==> config.mk <==
export PLATFORM = sky130hd
export DESIGN_NAME = triple_watchdog
export DESIGN_NICKNAME = d
export VERILOG_FILES = /design/src/rtl/twd_pkg.sv /design/src/rtl/twd_rst_sync.sv /design/src/rtl/twd_decode.sv /design/src/rtl/twd_channel.sv /design/src/rtl/triple_watchdog.sv
export SDC_FILE = /design/constraint.sdc
export NUM_CORES = 1
export LEC_CHECK = 0
export ABC_AREA = 1
export BUFFER_PORTS_ARGS = -buffer_cell sky130_fd_sc_hd__buf_4
export CAP_MARGIN = 30
export CORE_ASPECT_RATIO = 0.5
export CORE_MARGIN = 2
export CORE_UTILIZATION = 37
export CTS_CLUSTER_DIAMETER = 100
export CTS_CLUSTER_SIZE = 12
export DETAILED_ROUTE_END_ITERATION = 8
export HOLD_SLACK_MARGIN = 0.15
export PLACE_DENSITY = 0.63
export SYNTH_ARGS = -nofsm -noshare
export SYNTH_HDL_FRONTEND = slang
export SYNTH_SLANG_ARGS = --single-unit
==> constraint.sdc <==
create_clock -name clk -period 7.5 [get_ports clk]
set_input_delay 1.5 -clock clk [delete_from_list [all_inputs] [get_ports clk]]
set_output_delay 1.5 -clock clk [all_outputs]
set_load 0.05 [all_outputs]
==> src/rtl/twd_pkg.sv <==
package twd_pkg;
  localparam int WORD_W = 32;
  localparam int SLOTS  = 4;

  typedef enum logic [1:0] {
    SLOT_COUNT = 2'd0,
    SLOT_RCMP  = 2'd1,
    SLOT_ICMP  = 2'd2,
    SLOT_CTRL  = 2'd3
  } slot_e;

  localparam int CTL_IEN = 0;
  localparam int CTL_IST = 1;
  localparam int CTL_REN = 2;
endpackage

==> src/rtl/twd_rst_sync.sv <==
module twd_rst_sync #(
  parameter int STAGES = 2
) (
  input  logic clk,
  input  logic rst_n,
  output logic rst_n_sync
);
  logic [STAGES-1:0] sync_q;

  always_ff @(posedge clk or negedge rst_n) begin
    if (!rst_n) sync_q <= '0;
    else        sync_q <= {sync_q[STAGES-2:0], 1'b1};
  end

  assign rst_n_sync = sync_q[STAGES-1];
endmodule

==> src/rtl/twd_decode.sv <==
module twd_decode
  import twd_pkg::*;
#(
  parameter int ADDR_W = 8,
  parameter int NUM_CH = 3,
  localparam int CH_W  = ADDR_W - 4
) (
  input  logic [ADDR_W-1:0]       addr,
  input  logic                    we,
  output slot_e                   slot,
  output logic [CH_W-1:0]         ch,
  output logic                    hit,
  output logic [NUM_CH*SLOTS-1:0] wr_stb
);
  assign slot = slot_e'(addr[3:2]);
  assign ch   = addr[ADDR_W-1:4];
  assign hit  = (ch < CH_W'(NUM_CH));

  for (genvar g = 0; g < NUM_CH; g++) begin : g_stb
    assign wr_stb[g*SLOTS +: SLOTS] =
      (we && hit && ch == CH_W'(g)) ? (SLOTS'(1) << slot) : '0;
  end
endmodule

==> src/rtl/twd_channel.sv <==
module twd_channel
  import twd_pkg::*;
#(
  parameter int DW      = 32,
  parameter bit HAS_IRQ = 1'b0
) (
  input  logic             clk,
  input  logic             rst_n,
  input  logic             tick_en,
  input  logic [SLOTS-1:0] wr_stb,
  input  logic [DW-1:0]    wdata,
  input  slot_e            rd_slot,
  output logic [DW-1:0]    rd_data,
  output logic             rst_req,
  output logic             irq
);
  logic [DW-1:0] cnt_q, cnt_d;
  logic [DW-1:0] rcmp_q, rcmp_d;
  logic          ren_q, ren_d;
  logic [DW-1:0] icmp_rd;
  logic          ien_rd, ist_rd;

  always_comb begin
    cnt_d  = cnt_q;
    rcmp_d = rcmp_q;
    ren_d  = ren_q;
    if (wr_stb[SLOT_COUNT])  cnt_d = wdata;
    else if (tick_en)        cnt_d = cnt_q + DW'(1);
    if (wr_stb[SLOT_RCMP])   rcmp_d = wdata;
    if (wr_stb[SLOT_CTRL])   ren_d  = wdata[CTL_REN];
  end

  always_ff @(posedge clk or negedge rst_n) begin
    if (!rst_n) begin
      cnt_q  <= '0;
      rcmp_q <= '0;
      ren_q  <= 1'b0;
    end else begin
      cnt_q  <= cnt_d;
      rcmp_q <= rcmp_d;
      ren_q  <= ren_d;
    end
  end

  assign rst_req = ren_q && (cnt_q >= rcmp_q);

  if (HAS_IRQ) begin : g_irq
    logic [DW-1:0] icmp_q, icmp_d;
    logic          ien_q, ien_d;
    logic          ist_q, ist_d;
    logic          set_now, clr_now;

    always_comb begin
      set_now = ien_q && (cnt_q >= icmp_q);
      clr_now = wr_stb[SLOT_CTRL] && wdata[CTL_IST];
      icmp_d  = wr_stb[SLOT_ICMP] ? wdata : icmp_q;
      ien_d   = wr_stb[SLOT_CTRL] ? wdata[CTL_IEN] : ien_q;
      ist_d   = set_now | (ist_q & ~clr_now);
    end

    always_ff @(posedge clk or negedge rst_n) begin
      if (!rst_n) begin
        icmp_q <= '0;
        ien_q  <= 1'b0;
        ist_q  <= 1'b0;
      end else begin
        icmp_q <= icmp_d;
        ien_q  <= ien_d;
        ist_q  <= ist_d;
      end
    end

    assign icmp_rd = icmp_q;
    assign ien_rd  = ien_q;
    assign ist_rd  = ist_q;
    assign irq     = ist_q;

    // flag holds unless a write-one arrives
    a_r9_sticky: assert property (@(posedge clk) disable iff (!rst_n)
      (ist_q && !(wr_stb[SLOT_CTRL] && wdata[CTL_IST])) |=> ist_q);
    // threshold met with enable gives the flag next clock
    a_r8_set: assert property (@(posedge clk) disable iff (!rst_n)
      (ien_q && cnt_q >= icmp_q) |=> irq);
  end else begin : g_noirq
    assign icmp_rd = '0;
    assign ien_rd  = 1'b0;
    assign ist_rd  = 1'b0;
    assign irq     = 1'b0;
  end

  always_comb begin
    unique case (rd_slot)
      SLOT_COUNT: rd_data = cnt_q;
      SLOT_RCMP:  rd_data = rcmp_q;
      SLOT_ICMP:  rd_data = icmp_rd;
      default:    rd_data = {{(DW-3){1'b0}}, ren_q, ist_rd, ien_rd};
    endcase
  end

  // a counter write loads the value regardless of the tick
  a_r5_load: assert property (@(posedge clk) disable iff (!rst_n)
    wr_stb[SLOT_COUNT] |=> cnt_q == $past(wdata));
  // a tick without a write steps by one
  a_r4_step: assert property (@(posedge clk) disable iff (!rst_n)
    (tick_en && !wr_stb[SLOT_COUNT]) |=> cnt_q == $past(cnt_q) + DW'(1));
  // disarming silences the request next clock
  a_r11_disarm: assert property (@(posedge clk) disable iff (!rst_n)
    (wr_stb[SLOT_CTRL] && !wdata[CTL_REN]) |=> !rst_req);
endmodule

==> src/rtl/triple_watchdog.sv <==
module triple_watchdog
  import twd_pkg::*;
#(
  parameter int ADDR_W = 8,
  parameter int NUM_CH = 3,
  parameter int DW     = WORD_W,
  localparam int CH_W  = ADDR_W - 4
) (
  input  logic              clk,
  input  logic              rst_n,
  input  logic              tick_en,
  input  logic [ADDR_W-1:0] bus_addr,
  input  logic              bus_we,
  input  logic [DW-1:0]     bus_wdata,
  output logic [DW-1:0]     bus_rdata,
  output logic              rst_recovery_req,
  output logic              rst_system_req,
  output logic              irq
);
  logic                    rst_n_int;
  slot_e                   slot;
  logic [CH_W-1:0]         ch;
  logic                    hit;
  logic [NUM_CH*SLOTS-1:0] wr_stb;
  logic [DW-1:0]           rd_arr [NUM_CH];
  logic [NUM_CH-1:0]       req_vec;
  logic [NUM_CH-1:0]       irq_vec;

  twd_rst_sync #(.STAGES(2)) u_rst (
    .clk(clk), .rst_n(rst_n), .rst_n_sync(rst_n_int)
  );

  twd_decode #(.ADDR_W(ADDR_W), .NUM_CH(NUM_CH)) u_dec (
    .addr(bus_addr), .we(bus_we), .slot(slot), .ch(ch), .hit(hit), .wr_stb(wr_stb)
  );

  for (genvar g = 0; g < NUM_CH; g++) begin : g_ch
    twd_channel #(.DW(DW), .HAS_IRQ(g == 0)) u_ch (
      .clk(clk), .rst_n(rst_n_int), .tick_en(tick_en),
      .wr_stb(wr_stb[g*SLOTS +: SLOTS]), .wdata(bus_wdata),
      .rd_slot(slot), .rd_data(rd_arr[g]),
      .rst_req(req_vec[g]), .irq(irq_vec[g])
    );
  end

  always_comb begin
    bus_rdata      = '0;
    rst_system_req = 1'b0;
    for (int i = 0; i < NUM_CH; i++) begin
      if (hit && ch == CH_W'(i)) bus_rdata = rd_arr[i];
      if (i > 0) rst_system_req = rst_system_req | req_vec[i];
    end
  end

  assign rst_recovery_req = req_vec[0];
  assign irq              = |irq_vec;

  // holes in the window read as zero
  a_r12_hole_zero: assert property (@(posedge clk) disable iff (!rst_n_int)
    (!hit || (ch != '0 && slot == SLOT_ICMP)) |-> bus_rdata == '0);
endmodule

## Yosys cells after proc, flatten, opt, wreduce, memory -nomap -nowiden

Cells that the tools add are included.

- Add/sub/neg operators: 3
- $lt $le $gt $ge: 5
- Equal/unequal tests: 4
- Shifts and indexed selects: 1
- Multiplexer cells: 15
- Bitwise logic cells: 4
- Reduce and logical (&&, ||, !) cells: 17

Operators with widths:

| operator | number |
|---|---|
| $mux W32 | 9 |
| $pmux W32 S3 | 3 |
| $ge A32 B32 Y1 | 4 |
| $add A32 B1 Y32 const B | 3 |
| $logic_and A1 B1 Y1 | 12 |
| $mux W4 | 3 |
| $reduce_bool A2 Y1 | 3 |
| $eq A4 B1 Y1 const B | 1 |
| $eq A4 B2 Y1 const B | 1 |
| $logic_not A4 Y1 | 1 |
| $lt A4 B2 Y1 const B | 1 |
| $shl A1 B2 Y4 const A | 1 |
| $eq A2 B1 Y1 const B | 1 |
| $eq A2 B2 Y1 const B | 1 |
| $logic_not A2 Y1 | 1 |
| $or A1 B1 Y1 | 2 |
| $and A1 B1 Y1 | 1 |
| $not A1 Y1 | 1 |

- Bits in registers: 231
- Output and inout port bits: 35
- Logic and storage cells: 62

## Logic depth before layout (Yosys ltp)

Gate-level depths: netlist of run 1.

- Depth in word-level cells: 8
- Mapped depth: 15

## Cells and area by module

A second synthesis of run 1 with hierarchy kept.

- Cells, all modules: 2328
- Area, all modules: 17154.0 sq um

By module, submodules not included:

| module | instances | cells an instance | area an instance (sq um) |
|---|---|---|---|
| twd_channel (g_ch[1].u_ch ...) | 2 | 622 | 4563.1 |
| twd_channel (g_ch[0].u_ch) | 1 | 883 | 6744.0 |
| triple_watchdog | 1 | 166 | 1071.0 |
| twd_decode | 1 | 32 | 158.9 |
| twd_rst_sync | 1 | 3 | 53.8 |

## Least setup slack after synthesis of run 1

No wires, ideal clock.

- Kind: input-to-output
- Start point: input port bus_addr[2]
- End point: output port bus_rdata[11]
- Arrival time: 2927 ps
- Data required time: 6000 ps
- Slack: 3073 ps
- Cell stages on the path: 7
- Path through: inv_2 > nor2_2 > inv_2 > buf_2 > nor2_1 > a221oi_1 > o211ai_1

- Longest elaborated chain between the ends: 5
- Elaborated cells on any way between the ends: 9
- Classes of those cells: eq/ne (2); mux (6); reduce/logical (1)

RTL lines:

| item | line | source |
|---|---|---|
| from (decl) | triple_watchdog.sv:12 | `input logic [ADDR_W-1:0] bus_addr,` |
| $eq A2 B2 Y1, or another cell as far along | twd_channel.sv:92 | `unique case (rd_slot)` |
| $pmux W32 S3 | twd_channel.sv:92 |  |
| $mux W32 (2 in a row) | triple_watchdog.sv:50 | `if (hit && ch == CH_W'(i)) bus_rdata = rd_arr[i];` |
| $mux W32 * | triple_watchdog.sv:50 |  |
| to (decl) | triple_watchdog.sv:15 | `output logic [DW-1:0] bus_rdata,` |

Mark *: on every way between the ends. The rest lies on a longest branch, timed or not.

## Final worst setup path of run 1

- Start point: input port bus_addr[2]
- End point: output port bus_rdata[10]

Same word-level chain as after synthesis.

==> results of run 1 <==
[sequential cells by signal (all words and copies together) (netlist names)]
signal                  count
g_ch.u_ch.g_irq.icmp_q     32
g_ch.u_ch.rcmp_q           96
g_ch.u_ch.g_irq.ien_q       1
g_ch.u_ch.cnt_q            96
g_ch.u_ch.ren_q             3
g_ch.u_ch.irq               1
u_rst.sync_q                2
[cell type report]
type,count,share of cell area [%]
well taps,588,4.03
clock buffers,24,3.17
flip-flops and latches,231,31.6
repair buffers,94,4.33
multi-input cells,1692,49.6
clock inverters,2,0.110
inverters,348,7.15
[final timing paths]
path / from / to / cells past startpoint
max reg2reg: g_ch[2].u_ch.cnt_q[0] / g_ch[2].u_ch.cnt_q[20] / 10
max: bus_addr[2] / bus_rdata[10] / 9
min: u_rst.sync_q[0] / u_rst.sync_q[1] / 0
min in group asynchronous: u_rst.sync_q[1] / g_ch[2].u_ch.cnt_q[24] / 0
min reg2reg: u_rst.sync_q[0] / u_rst.sync_q[1] / 0
max in group asynchronous: u_rst.sync_q[1] / g_ch[0].u_ch.g_irq.icmp_q[9] / 1
[power groups by stage]
stage / logic, mW / registers (mW) / clock network, mW
after floorplan: 1.04 / 1.67 / 0
after global placement: 1.39 / 1.73 / 0
after detailed placement: 1.42 / 1.73 / 0
after CTS: 1.43 / 1.71 / 1.09
after global routing: 1.66 / 1.75 / 1.14
final: 1.45 / 1.72 / 1.08
[synth_stat cells (4+ instances only)]
master | count | area (µm²)
sky130_fd_sc_hd__o21bai_1 | 14 | 105
sky130_fd_sc_hd__ha_1 | 131 | 1640
sky130_fd_sc_hd__clkbuf_1 | 53 | 199
sky130_fd_sc_hd__xor2_1 | 56 | 490
sky130_fd_sc_hd__o211ai_1 | 16 | 120
sky130_fd_sc_hd__o21ai_0 | 199 | 996
sky130_fd_sc_hd__nor3_1 | 53 | 265
sky130_fd_sc_hd__a21oi_1 | 67 | 335
sky130_fd_sc_hd__nand2_2 | 4 | 25.0
sky130_fd_sc_hd__nand3_1 | 124 | 621
sky130_fd_sc_hd__o22ai_1 | 98 | 613
sky130_fd_sc_hd__dfrtp_1 | 231 | 5780
sky130_fd_sc_hd__a21o_1 | 6 | 45.0
sky130_fd_sc_hd__o21a_1 | 5 | 37.5
sky130_fd_sc_hd__buf_1 | 5 | 18.8
sky130_fd_sc_hd__nand4_1 | 21 | 131
sky130_fd_sc_hd__inv_1 | 332 | 1250
sky130_fd_sc_hd__nand2_1 | 672 | 2520
sky130_fd_sc_hd__o221ai_1 | 31 | 272
sky130_fd_sc_hd__nor2_1 | 173 | 649
sky130_fd_sc_hd__buf_2 | 20 | 100
sky130_fd_sc_hd__inv_2 | 13 | 48.8
[routing by layer]
layer,share of wire [%],up-vias
met3,8.8,107
met5,0,-
li1,-,7739
met4,3.3,0
met1,46,7723
met2,42,659
[logic make-up (layout without fill, tap and decap cells)]
kind of cell               after synthesis  after routing  synth area share [%]
and+or+nand+nor                       1059           1059                  26.3
AOI/OAI and AO/OA                      442            442                  15.6
buffers and inverters                  426            468                  9.87
DFF                                    231            231                  35.1
adders and majority gates              131            131                  9.96
xor gates and xnor gates                59             59                  3.14
other                                    1              1                0.0228
[metrics by stage]
step	area, µm²	setup WS [ps]	util [%]
after floorplan	16500	586	-
after global placement	17600	2040	40.2
after detailed placement	17700	2030	40.4
after CTS	18300	2020	41.8
after global routing	18300	1850	41.8
final	18300	1860	41.8
==> results.yml, run 1 <==
pwr:
  internal_power_mw: 2.54
  max-vdd-ir-drop_mv: 0.188
  pleak_nw: 8.61
  share_seq_of_total_power_pct: 40.5
  power.share.switching_pct: 40.2
  power.combinational.fraction_pct: 34.1
  power-per-cell-area_nw_per_um2: 232
  clock_power_share_pct: 25.5
  p_switching_mw: 1.70
  power_mw: 4.24
timing:
  max_freq_mhz: 177
  finalCritPeriodShare_pct: 75.1
  slew_viol_final: 0
  rsz_0062_raised_after_global_routing: "false"
  finalSetupViolCount: 0
  period_needed_ps: 5640
  finalHoldViolCount: 0
  worst_pin_slew_ps: 1060
  worst_hold_slack_ps: 358
  clock-skew-final_ps: 16.0
  timing.slew.headroom_pct: 29.0
  final.setup.tns_ps: 0
grt:
  grt_pass1_wl_mm: 89.7
  global_route.usage.met2_pct: 37.7
  grt.met1_usage_pct: 37.2
  grtUsageMet3_pct: 4.39
  grt_antenna_before_repair: 1
  grt_start_max_net_pins: 108
  first_global_vias: 15200
  grt-ovfl-total: 0
  busiest_layer: "met2"
  global_route.usage.total_pct: 25.3
yosys:
  postSynthAreaPerCell_um2: 7.00
  async_reset_ff_share_pct: 100
  synth-main-ff-cell: "sky130_fd_sc_hd__dfrtp_1"
  synth_enable_flop_cells: 0
  number_of_unique_standard_cell_types_used_by_synthesis: 36
  syn_inst: 2349
  synthesis.area_um2: 16500
  synth.yosys.warnings: 0
  yosys_register_bits: 231
  mappedNetlistNets: 2524
  synth.yosys.seq_area_share_pct: 35.1
job:
  max_capacitance_violation_count: 0
detailed_routing:
  via_count: 16200
  drtIter0Drc: 1594
  drt_drc_violations_left: 0
  avgViaCountPerCell: 5.45
  drt_wl_total_mm: 58.9
  drtPass1Iterations: 6
  wl_per_cell_um: 19.8
  final_antenna_net_count: 0
placement:
  dpl.hpwl_mm: 43.9
  buffer_ports.inserted: 76
  dpl.cell_count: 2953
  gpl.final_weighted_congestion: 0.967
final_layout:
  sequential_cell_area_um2: 5780
  layout_common_cells: "670 x sky130_fd_sc_hd__nand2_1, 332 x sky130_fd_sc_hd__inv_1, 230 x sky130_fd_sc_hd__dfrtp_1"
  drive_gt1_share_pct: 6.32
  syn2layout_area_growth_pct: 11.1
  fillers: 4613
  n_antenna_cell: 0
  post_layout_nonfiller_instances: 2979
  number_of_nets_in_the_layout: 2565
  leading_cell_type_in_the_layout_fill_and_taps_excluded: "sky130_fd_sc_hd__nand2_1"
  multi_input_area_um2: 9060
worst_setup_path:
  setup_crit_start_kind: "input port"
  timing.critical_path.max_delay_family: "buffers and inverters"
  required_ps: 6000
  critical_path.slowest_cell: "sky130_fd_sc_hd__o21ai_0"
  cp-end-kind: "output pin"
  crit_path_max_incr_delay_ps: 510
  worst_ep_arrival_time_ps: 4140
  register_to_register_setup_slack_ps: 5120
  critical_path.max_fanout: 31
  critical_path.cell_chain: "buf_4 -> inv_2 -> nor2_2 -> inv_2 -> buf_4 -> o22ai_1 -> o21ai_0 -> nand3_1 -> buf_4"
  critical-path-top-cell-by-count: "sky130_fd_sc_hd__buf_4"
  crit_path_class: "in2out"
  critical_path_buf_inv_count: 5
clock_network:
  cts.repair.resized: 0
  cts_max_path_buffers: 3
  htreeDepth: 1
  ctsRootBufferMaster: "sky130_fd_sc_hd__clkbuf_16"
  tritoncts: "yes"
  holdBufCountCts: 0
  cts_sinks: 231
  post_cts_setup_buffer_count: 0
  register_clock_pin_slew_on_the_reported_worst_setup_and_hold_paths_ps: 60
  clkLatencyLatePin_ps: 550
  tritoncts.num_buffers: 23
die:
  dieArea_um2: 46300
  floorplan.die.width_um: 302
  initial_core_util_pct: 37.6
  core_area_um2: 43700
  fp-row-count: 54
  ios: 79
  die_height_um: 153
outcome:
  status: "complete, no violations"
worst_hold_path:
  hold_path.class: "reg2reg"
Note: power is estimated with default switching activity, not from simulation.
==> inputs of run 2 (changes only) <==
ABC_AREA = 0   (was 1)
PLACE_DENSITY = 0.65   (was 0.63)
clock period = 4.7 ns   (was 7.5 ns; I/O delays follow)
==> run 2 against run 1 <==
Against the previous run:
- critical path depth unchanged
- non-clock buffer count unchanged
- design area down 7.2%
- clock power up 52%
- clock skew down 2.5 ps
- global-route usage down 6.9 points
- via count down 26%
- critical endpoint is now rst_recovery_req
- synthesized cell count down 29%
- wire length down 33%
- die area down 7.1%
- worst setup slack worse by 1000 ps
- core utilization about the same
==> results.yml, run 2 <==
clock_network:
  cts.repair.resized: 0
  cts_max_path_buffers: 3
  clkLatencyLatePin_ps: 520
  register_clock_pin_slew_on_the_reported_worst_setup_and_hold_paths_ps: 60
  tritoncts: "yes"
  ctsRootBufferMaster: "sky130_fd_sc_hd__clkbuf_16"
  htreeDepth: 1
  post_cts_setup_buffer_count: 0
  tritoncts.num_buffers: 23
  cts_sinks: 231
  holdBufCountCts: 0
worst_setup_path:
  register_to_register_setup_slack_ps: 2170
  crit_path_class: "reg2out"
  setup_crit_start_kind: "flop"
  required_ps: 3760
  critical_path.reg2reg.endpoint: "g_ch[0].u_ch.irq"
  regToRegStartpoint: "g_ch[0].u_ch.cnt_q[13]"
  cp-end-kind: "output pin"
  rr_worst_depth: 6
  critical_path.max_fanout: 6
  worst_ep_arrival_time_ps: 2920
yosys:
  xor_xnor_share_of_the_synthesized_area_pct: 5.34
  synth_compound_area_share_pct: 13.7
  syn_inst: 1677
  synthMostInstantiatedCell: "sky130_fd_sc_hd__dfrtp_1"
  synth_top_area_share_pct: 37.9
  synth.yosys.seq_area_share_pct: 37.9
  synthTopCellsByArea: "sky130_fd_sc_hd__dfrtp_1 38%, sky130_fd_sc_hd__ha_1 11%, sky130_fd_sc_hd__mux2i_1 6.3%"
  async_reset_ff_share_pct: 100
  synth_mux_area_share_pct: 11.9
  synthSimpleGateAreaFrac_pct: 14.9
  synth_enable_flop_cells: 0
  mappedNetlistNets: 1852
  postSynthAreaPerCell_um2: 9.10
  number_of_unique_standard_cell_types_used_by_synthesis: 60
  combinational_family_with_the_most_area_after_synthesis: "simple AND/OR/NAND/NOR gates"
  yosys_register_bits: 231
  synthesis.area_um2: 15300
  post-synth-top-area-cell: "sky130_fd_sc_hd__dfrtp_1"
  synth_adder_area_share_pct: 10.7
  synth.yosys.warnings: 0
  synth_common_cells: "231 x sky130_fd_sc_hd__dfrtp_1, 175 x sky130_fd_sc_hd__nand2_1, 139 x sky130_fd_sc_hd__nor2_1, 138 x sky130_fd_sc_hd__a21oi_1, 136 x sky130_fd_sc_hd__inv_1"
  synth-main-ff-cell: "sky130_fd_sc_hd__dfrtp_1"
die:
  die_height_um: 148
  core_area_um2: 40500
  fp-row-count: 52
  floorplan.die.width_um: 291
  dieArea_um2: 43000
  ios: 79
  initial_core_util_pct: 37.6
detailed_routing:
  via_count: 12100
  final_antenna_net_count: 0
  drt_drc_violations_left: 0
  drtIter0Drc: 722
  drt_wl_total_mm: 39.5
  wl_per_cell_um: 17.5
  avgViaCountPerCell: 5.35
  drtPass1Iterations: 5
grt:
  grt_antenna_before_repair: 0
  grt_pass1_wl_mm: 63.8
  grt_start_max_net_pins: 83
  first_global_vias: 11800
  global_route.usage.total_pct: 18.4
  grt-ovfl-total: 0
timing:
  worst_pin_slew_ps: 1000
  max_freq_mhz: 259
  finalSetupViolCount: 0
  timing.slew.headroom_pct: 33.0
  postLayoutSetupSlackWorst_ps: 838
  finalCritPeriodShare_pct: 82.2
  clock-skew-final_ps: 13.4
  rsz_0062_raised_after_global_routing: "false"
  finalHoldViolCount: 0
  worst_hold_slack_ps: 183
  period_needed_ps: 3860
  final.setup.tns_ps: 0
  slew_viol_final: 0
outcome:
  status: "complete, no violations"
final_layout:
  drive_gt1_share_pct: 12.6
  layout_common_cells: "230 x sky130_fd_sc_hd__dfrtp_1, 174 x sky130_fd_sc_hd__nand2_1, 139 x sky130_fd_sc_hd__nor2_1"
  post_layout_nonfiller_instances: 2260
  post-route-util_pct: 41.8
  final_cell_area_um2: 17000
  leading_cell_type_in_the_layout_fill_and_taps_excluded: "sky130_fd_sc_hd__dfrtp_1"
  n_antenna_cell: 0
  number_of_nets_in_the_layout: 1894
  biggestRegsByFlops: "g_ch.u_ch.cnt_q (96), g_ch.u_ch.rcmp_q (96), g_ch.u_ch.g_irq.icmp_q (32)"
  syn2layout_area_growth_pct: 11.2
pwr:
  max-vdd-ir-drop_mv: 0.302
  pleak_nw: 7.77
  power-per-cell-area_nw_per_um2: 385
  power_mw: 6.53
placement:
  dpl.cell_count: 2234
  post-place-ws_ps: 930
  buffer_ports.inserted: 76
  dpl.hpwl_mm: 29.1
  area_of_placed_instances_um2: 16400
  gpl.final_weighted_congestion: 0.840
worst_hold_path:
  hold_path.class: "in2async"
job:
  max_capacitance_violation_count: 0
-- run 2: cell count changes after synthesis, moves of 31 or more --
cell                       delta
sky130_fd_sc_hd__nand2_1    -497
sky130_fd_sc_hd__xnor2_1     +44
sky130_fd_sc_hd__nor3_1      -33
sky130_fd_sc_hd__inv_1      -196
sky130_fd_sc_hd__o22ai_1     -96
sky130_fd_sc_hd__nor2_1      -34
sky130_fd_sc_hd__a21oi_1     +71
sky130_fd_sc_hd__o221ai_1    -31
sky130_fd_sc_hd__mux2_2      +70
sky130_fd_sc_hd__nand3_1     -82
sky130_fd_sc_hd__o21ai_0     -87
sky130_fd_sc_hd__mux2i_1     +96
-- run 2: area by class of cell --
type / count / area (µm²)
clock buffer: 24 / 579
fill: 3958 / 23600
inverter: 137 / 514
timing repair buffer: 94 / 747
clock inverter: 2 / 20.0
tap: 540 / 676
multi-input combinational: 1232 / 8640
sequential: 231 / 5780
-- run 2: worst max path at each step --
stage / endpoint / cells after the start / slack, ps / start
floorplan: bus_rdata[2] / 7 / 810 / bus_addr[2]
global placement: bus_rdata[17] / 7 / 960 / bus_addr[3]
detailed placement: bus_rdata[10] / 7 / 930 / bus_addr[3]
CTS: rst_recovery_req / 9 / 840 / g_ch[0].u_ch.cnt_q[0]
global route: rst_system_req / 8 / 670 / g_ch[1].u_ch.cnt_q[13]
finish: rst_recovery_req / 9 / 840 / g_ch[0].u_ch.cnt_q[0]
-- run 2: logic make-up after synthesis --
logic type / after synthesis
xor+xnor: 93
simple gates: 479
flops: 231
other cells: 1
buf+inv: 214
mux: 169
fa+ha+maj: 131
compound gates: 359
-- run 2: per-layer routing --
metal	global-route usage, %	routed length (µm)	up-vias
li1	-	-	5933
met1	23.7	17900	5869
met2	32.7	19400	203
met3	1.76	1080	79
met4	5.65	1190	0
met5	0	0	-
-- run 2: worst max-delay path, cell delays in order, from the launching register on --
cell and delay, ps:
sky130_fd_sc_hd__dfrtp_1 480, sky130_fd_sc_hd__inv_1 100, sky130_fd_sc_hd__ha_1 270, sky130_fd_sc_hd__nand2b_1 140, sky130_fd_sc_hd__a21o_1 180, sky130_fd_sc_hd__a211o_1 290, sky130_fd_sc_hd__a21oi_1 210, sky130_fd_sc_hd__o21ai_0 210
sky130_fd_sc_hd__a211o_1 320, sky130_fd_sc_hd__buf_4 200
-- run 2: power breakdown --
part | internal (mW) | switching [mW]
clock network | 0.873 | 0.770
logic | 0.903 | 1.07
registers | 2.39 | 0.521
==> inputs of run 3 (changes only) <==
PLACE_DENSITY = 0.63   (was 0.65)
clock period = 3.68 ns   (was 4.7 ns; I/O delays follow)
==> run 3 against run 2 <==
Against the previous run:
- first-iteration DRC count down 12%
- total power up 28%
- core utilization up 0.25 points
- sequential power rose by 27%
- count of clock-buffer cells in the layout is the same
- final cell count up 0.27%
- design area grew 0.60%
- via count decreased by 0.81%
- die area is the same
- clock power up 29%
- combinational power up 30%
- largest power group unchanged
==> results.yml, run 3 (synthesized netlist as in run 2, its figures left out) <==
final_layout:
  layout_common_cells: "229 x sky130_fd_sc_hd__dfrtp_1, 174 x sky130_fd_sc_hd__nand2_1, 139 x sky130_fd_sc_hd__nor2_1"
  leading_cell_type_in_the_layout_fill_and_taps_excluded: "sky130_fd_sc_hd__dfrtp_1"
  n_antenna_cell: 0
  fillers: 3999
  sequential_cell_area_um2: 5790
  biggestRegsByFlops: "g_ch.u_ch.cnt_q (96), g_ch.u_ch.rcmp_q (96), g_ch.u_ch.g_irq.icmp_q (32)"
  drive_gt1_share_pct: 13.0
  number_of_nets_in_the_layout: 1901
  syn2layout_area_growth_pct: 11.8
  multi_input_area_um2: 8650
clock_network:
  post_cts_setup_buffer_count: 0
  htreeDepth: 1
  clkLatencyLatePin_ps: 530
  tritoncts: "yes"
  register_clock_pin_slew_on_the_reported_worst_setup_and_hold_paths_ps: 70
  ctsRootBufferMaster: "sky130_fd_sc_hd__clkbuf_16"
  tritoncts.num_buffers: 23
  cts_sinks: 231
  cts_max_path_buffers: 3
grt:
  grt_antenna_before_repair: 0
  grt-ovfl-total: 0
  grt_pass1_wl_mm: 64.3
  global_route.usage.total_pct: 18.7
  first_global_vias: 11800
  grt_start_max_net_pins: 71
die:
  ios: 79
  core_area_um2: 40500
  dieArea_um2: 43000
  fp-row-count: 52
  initial_core_util_pct: 37.6
  floorplan.die.width_um: 291
  die_height_um: 148
worst_hold_path:
  hold_path.class: "reg2async"
timing:
  postLayoutSetupSlackWorst_ps: 133
  finalSetupViolCount: 0
  clock-skew-final_ps: 13.1
  slew_viol_final: 0
  rsz_0062_raised_after_global_routing: "false"
  period_needed_ps: 3550
  worst_pin_slew_ps: 720
  max_freq_mhz: 282
  finalCritPeriodShare_pct: 96.4
  finalHoldViolCount: 0
  worst_hold_slack_ps: 237
  timing.slew.headroom_pct: 52.0
  final.setup.tns_ps: 0
worst_setup_path:
  crit_path_class: "reg2out"
  critical_path.max_fanout: 7
  required_ps: 2940
  worst_ep_arrival_time_ps: 2810
  cp-end-kind: "output pin"
  setup_crit_start_kind: "flop"
detailed_routing:
  wl_per_cell_um: 17.7
  avgViaCountPerCell: 5.29
  drtPass1Iterations: 8
  drt_wl_total_mm: 40.2
  final_antenna_net_count: 0
  drt_drc_violations_left: 0
  via_count: 12000
  drtIter0Drc: 638
job:
  max_capacitance_violation_count: 0
placement:
  buffer_ports.inserted: 76
  post-place-ws_ps: 419
  dpl.hpwl_mm: 29.8
  gpl.final_weighted_congestion: 0.883
pwr:
  max-vdd-ir-drop_mv: 0.315
  power-per-cell-area_nw_per_um2: 491
  pleak_nw: 7.82
outcome:
  status: "complete, no violations"
[run 3: metal layers]
layer / vias to the layer above / wire length, µm / global-route usage (%)
li1: 5937 / - / -
met3: 71 / 1330 / 2.32
met2: 192 / 19800 / 33.1
met4: 0 / 970 / 4.72
met5: - / 0 / 0
met1: 5786 / 18100 / 24.3
[run 3: where the power goes]
group          switching [mW]  total (mW)  internal [mW]
Combinational            1.40        2.57           1.17
Sequential              0.652        3.70           3.05
Clock                   0.996        2.11           1.11
Total                    3.05        8.38           5.33
[run 3: what timing repair did]
| action | CTS | global route |
|---|---|---|
| endpoints found under the hold margin | 2 | 0 |
| setup endpoints to repair | 0 | 2 |
| resized for setup | 0 | 4 |
| hold buffers | 1 | 0 |
[run 3: path summary, 6_finish.rpt]
check	startpoint	to	slack, ps	cells past startpoint
worst max-delay path	g_ch[2].u_ch.cnt_q[7]	rst_system_req	130	8
min in group clk	u_rst.sync_q[0]	u_rst.sync_q[1]	360	0
worst min-delay path	u_rst.sync_q[1]	g_ch[0].u_ch.rcmp_q[3]	240	0
worst min register to register	u_rst.sync_q[1]	g_ch[0].u_ch.rcmp_q[3]	240	0
max in group asynchronous	u_rst.sync_q[1]	g_ch[0].u_ch.rcmp_q[25]	2330	2
worst max register to register	g_ch[0].u_ch.cnt_q[14]	g_ch[0].u_ch.irq	1180	6
[run 3: area by class of cell]
class,instances,share of cell area [%]
clock buffers,24,3.40
clock inverters,1,0.0660
inverters,137,3.01
multi-input cells,1232,50.7
flip-flops and latches,231,33.9
well taps,540,3.96
repair buffers,101,4.96
[run 3: per-stage QoR]
stage | cell area, µm² | cells | util [%] | power, mW
detailed placement | 16400 | 2239 | 40.5 | 6.28
finish | 17100 | 2266 | 42.1 | 8.38
global route | 17100 | 2266 | 42.1 | 8.99
CTS | 17000 | 2265 | 42.0 | 8.43
global placement | 16400 | 2239 | 40.5 | 6.20
floorplan | 15300 | 1677 | - | 5.46
[run 3: worst max-delay path: stages (launching register included)]
cell and delay [ps]:
sky130_fd_sc_hd__dfrtp_1 470, sky130_fd_sc_hd__ha_1 340, sky130_fd_sc_hd__nand2_1 60, sky130_fd_sc_hd__nor3_1 200, sky130_fd_sc_hd__a21oi_1 160, sky130_fd_sc_hd__o41ai_1 510, sky130_fd_sc_hd__a32oi_1 200, sky130_fd_sc_hd__nand3_1 140
sky130_fd_sc_hd__buf_4 210
